File: config.mk
export PLATFORM = sky130hd
export DESIGN_NAME = playback_req_tracker
export DESIGN_NICKNAME = d
export VERILOG_FILES = /design/src/rtl/playback_req_tracker.sv
export SDC_FILE = /design/constraint.sdc
export NUM_CORES = 1
export LEC_CHECK = 0
export CORE_AREA = 2 2 39 41
export DETAILED_ROUTE_END_ITERATION = 6
export DIE_AREA = 0 0 41 43
export MAX_ROUTING_LAYER = met4
export SETUP_SLACK_MARGIN = 0.15
export SLEW_MARGIN = 10
export SYNTH_ARGS = -nofsm -noshare
export SYNTH_HDL_FRONTEND = slang
export SYNTH_SLANG_ARGS = --single-unit
File: constraint.sdc
create_clock -name clk -period 1.1 [get_ports clk]
set_clock_uncertainty 0.1 [all_clocks]
set_input_delay 0.165 -clock clk [delete_from_list [all_inputs] [get_ports clk]]
set_output_delay 0.165 -clock clk [all_outputs]
set_load 0.005 [all_outputs]
File: src/rtl/playback_req_tracker.sv
module playback_req_tracker (
  input  logic       clk,
  input  logic       rst_n,
  input  logic       consume,
  input  logic       data_wr,
  input  logic       status_wr,
  input  logic       cnt_done,
  input  logic [1:0] fmt,
  input  logic       xfer_dis,
  input  logic       irq_en,
  output logic [2:0] pb_stat,
  output logic       pb_drq,
  output logic       irq
);
  localparam logic [1:0] FMT_MONO = 2'b01;

  logic stale_q, left_q, int_q;
  logic is_mono;

  assign is_mono = (fmt == FMT_MONO);

  always_ff @(posedge clk or negedge rst_n) begin
    if (!rst_n) begin
      stale_q <= 1'b1;
      left_q  <= 1'b1;
      int_q   <= 1'b0;
    end else begin
      if (data_wr)      stale_q <= 1'b0;
      else if (consume) stale_q <= 1'b1;

      if (is_mono)      left_q <= 1'b1;
      else if (consume) left_q <= ~left_q;

      if (cnt_done)       int_q <= 1'b1;
      else if (status_wr) int_q <= 1'b0;
    end
  end

  assign pb_stat = {left_q, stale_q, int_q};
  assign pb_drq  = stale_q & ~(xfer_dis & int_q);
  assign irq     = int_q & irq_en;
endmodule


Yosys cells after proc, flatten, opt, wreduce, memory -nomap -nowiden
Cells that the tools add are included. Widths: inputs -> output; s select.

Bits of input ports: 10. Output and inout bits: 5. Logic and storage cells: 18. Register bits after elaboration: 3.

Mux-type cells: 6. Eq/ne operators: 1. Reductions and logical operators: 3. Bitwise logic cells: 5.

Operators by type and width (number): $mux 1 (6); $reduce_bool 2->1 (3); $and 1x1->1 (3); $eq 2x1->1 const B (1); $not 1->1 (2).

Longest topological paths before layout
Word-level depth: 3. Gate-level depth with buffers: 2. Mapped depth without buffers: 2.

Worst setup path before layout
Ideal clock, no wire load.

Kind: flip-flop to output port. Start point: reg stale_q. End point: out pb_drq. Data arrival time: 0.721 ns. Path slack: 0.114 ns. Buffers on the path: 0. Required time: 0.835 ns. Cell stages (with the launch flop): 2. Cell sequence: dfstp_2 a21boi_0.

Cells in the longest elaborated chain, start to end: 1.

RTL lines: from (decl) (line 17) `logic stale_q, left_q, int_q;`; from (signal assigned) (line 24) `stale_q <= 1'b1;`; from (signal assigned) (line 28) `if (data_wr) stale_q <= 1'b0;`; from (signal assigned) (line 29) `else if (consume) stale_q <= 1'b1;`; $and 1x1->1 (line 40) `assign pb_drq = stale_q & ~(xfer_dis & int_q);`; to (decl) (line 12) `output logic pb_drq,`.

Every way passes these cells.

Final worst setup path
Ends and elaborated chain as after synthesis.

==> impl_metrics.yaml <==
outcome:
  status: "complete, but fails checks"
  violations: "setup timing"
place:
  placed_area_um2: 310
  port_buffers: 14
  place.gp.congestion: 0.426
  dp.cells: 45
route:
  vias: 167
  ant_nets: 0
  wire_per_inst_um: 7.66
  wirelength_um: 383
  drc: 0
  vias_per_cell: 3.34
  drtIter0Drc: 0
  dr.pass1.iters: 1
worst_setup_path:
  worstPathMaxFanout: 2
  cp.required_ns: 0.83
  reg2reg_depth: 3
  worst-setup-path-type: "reg -> out"
  worst_setup_path_start_kind: "register"
  worstSetupEndpointType: "output pin"
  worstPathArrival_ns: 1.02
yosys:
  yosys-top-cells-area: "dfstp_2 35%, dfrtp_1 17%, buf_4 15%"
  syn_area_per_cell_um2: 10.0
  syn-cell-area_um2: 150
  synth_fp_nets: 25
  synthCells: 15
  synth-seq-cells: 3
  synth.top_cell.area_share: 0.350
  ys_seq_area_frac: 0.517
  yosysWarningCount: 0
  yosysUniqueCellTypes: 10
  yosys.area.top_type: "dfstp_2"
clock_network:
  cts_buffer_depth: 2
  clkSlewWorstSetupHoldPaths_ns: 0.04
  cts_tree: "yes"
  postCtsHoldBufs: 0
  cts_max_level: 1
  clk_latency_ns: 0.23
  cts_buffers: 3
  cts_num_sinks: 3
  root_buffer: "clkbuf_4"
layout:
  final_common_cell: "clkdlybuf4s50_1"
  design_area_um2: 354
  fin_nets: 45
  drive_gt1_frac: 0.471
  instances_no_fill: 50
  antenna-diode-count: 0
  final_cell_mix: "9 x clkdlybuf4s50_1, 5 x buf_6, 3 x clkbuf_4, 3 x buf_2"
  syn_to_final_growth_pct: 136
floorplan:
  start_util: 0.108
  die_x_um: 41
  dieArea_um2: 1760
  io_pins: 15
  die_y_um: 43
  coreArea_um2: 1380
  rows: 14
sta:
  period_share: 1.17
  timing_hold_violations_final: 0
  fmax_mhz: 779
  maxSlewViolCount: 0
  setup_viol: 4
  worst_pin_slew_ns: 0.150
  worst_slack_ns: -0.184
  relSlewSlack: 0.900
  fin_crit_ns: 1.28
  rsz0062_at_grt: "true"
power_and_ir_drop:
  leakage_nw: 0.165
  power_density_nw_per_um2: 1340
  irDropWorstVdd_uv: 201
job:
  maxCapViolations: 0
grt:
  grt_usage: 0.0514
  grt_overflow: 0
  antenna_found_initial: 0
  grt_max_degree: 5
  grt_pass1_wl_um: 476
  grt_pass1_vias: 160
worst_hold_path:
  hp-class: "in -> async"
-- timing repair --
item	in CTS	in global routing
setup endpoints to repair	6	7
buffers inserted	1	0
resized for setup	25	3
cloned	0	0
pin swaps	2	1
-- sequential cells by signal, summed over array words and instances (netlist names) --
register / count
int_q: 1
left_q: 1
stale_q: 1
-- cell type report --
class                      instances  area, um2
fill                             159       1030
timing repair buffer              18        169
sequential                         3       77.6
multi-input combinational          7       53.8
clock buffer                       4       26.3
tap                               16       20.0
inverter                           2       7.51
-- where the power goes --
part	total [W]	internal [W]	switching, W
Sequential	0.000146	0.000134	0.0000122
Clock	0.000190	0.000136	0.0000543
Combinational	0.000138	0.000103	0.0000351
Total	0.000475	0.000373	0.000102
-- through the flow --
stage / worst slack, ns / power (W) / TNS [ns] / util / hold slack [ns]
final: -0.184 / 0.000475 / -0.372 / 0.256 / 0.0160
after detailed placement: -0.372 / 0.000261 / -1.19 / 0.224 / 0.257
after CTS: -0.177 / 0.000471 / -0.371 / 0.246 / 0.00914
after global routing: -0.217 / 0.000515 / -0.518 / 0.256 / 0.0166
after global placement: -0.371 / 0.000261 / -1.18 / 0.224 / 0.254
after floorplan: 0.151 / 0.000187 / 0 / - / -0.231
-- Yosys cell counts --
cell	count
a21boi_0	1
and2_1	1
o21ai_0	1
buf_4	3
a21o_1	1
nor2_1	2
inv_1	2
dfrtp_1	1
dfstp_2	2
xnor2_1	1
-- layer usage --
layer | global-route usage | vias to the layer above | part of all wire
li1 | - | 80 | -
met1 | 0.0225 | 76 | 0.22
met2 | 0.0688 | 11 | 0.55
met3 | 0.0628 | 0 | 0.22
met4 | 0.0600 | 0 | 0
met5 | - | - | 0
-- cell families after synthesis --
kind of cell / after synthesis / synth area share
buffers and inverters: 5 / 0.200
AO/OA/AOI/OAI: 3 / 0.133
flip-flops: 3 / 0.517
AND/OR/NAND/NOR: 3 / 0.0917
XOR/XNOR: 1 / 0.0583
-- critical path: stages (launching register included) --
cell and delay, ns:
dfstp_2 0.52, a21boi_2 0.15, buf_2 0.12
-- path summary, 6_finish.rpt --
kind,endpoint,slack (ns),startpoint
worst max-delay path,pb_drq,-0.18,stale_q
worst max register to register,int_q,0.11,int_q
worst min-delay path,int_q,0.02,rst_n
max in group asynchronous,left_q,0.66,rst_n
min in group clk,stale_q,0.34,data_wr
worst min register to register,stale_q,0.51,stale_q
(Power assumes the default switching activity.)
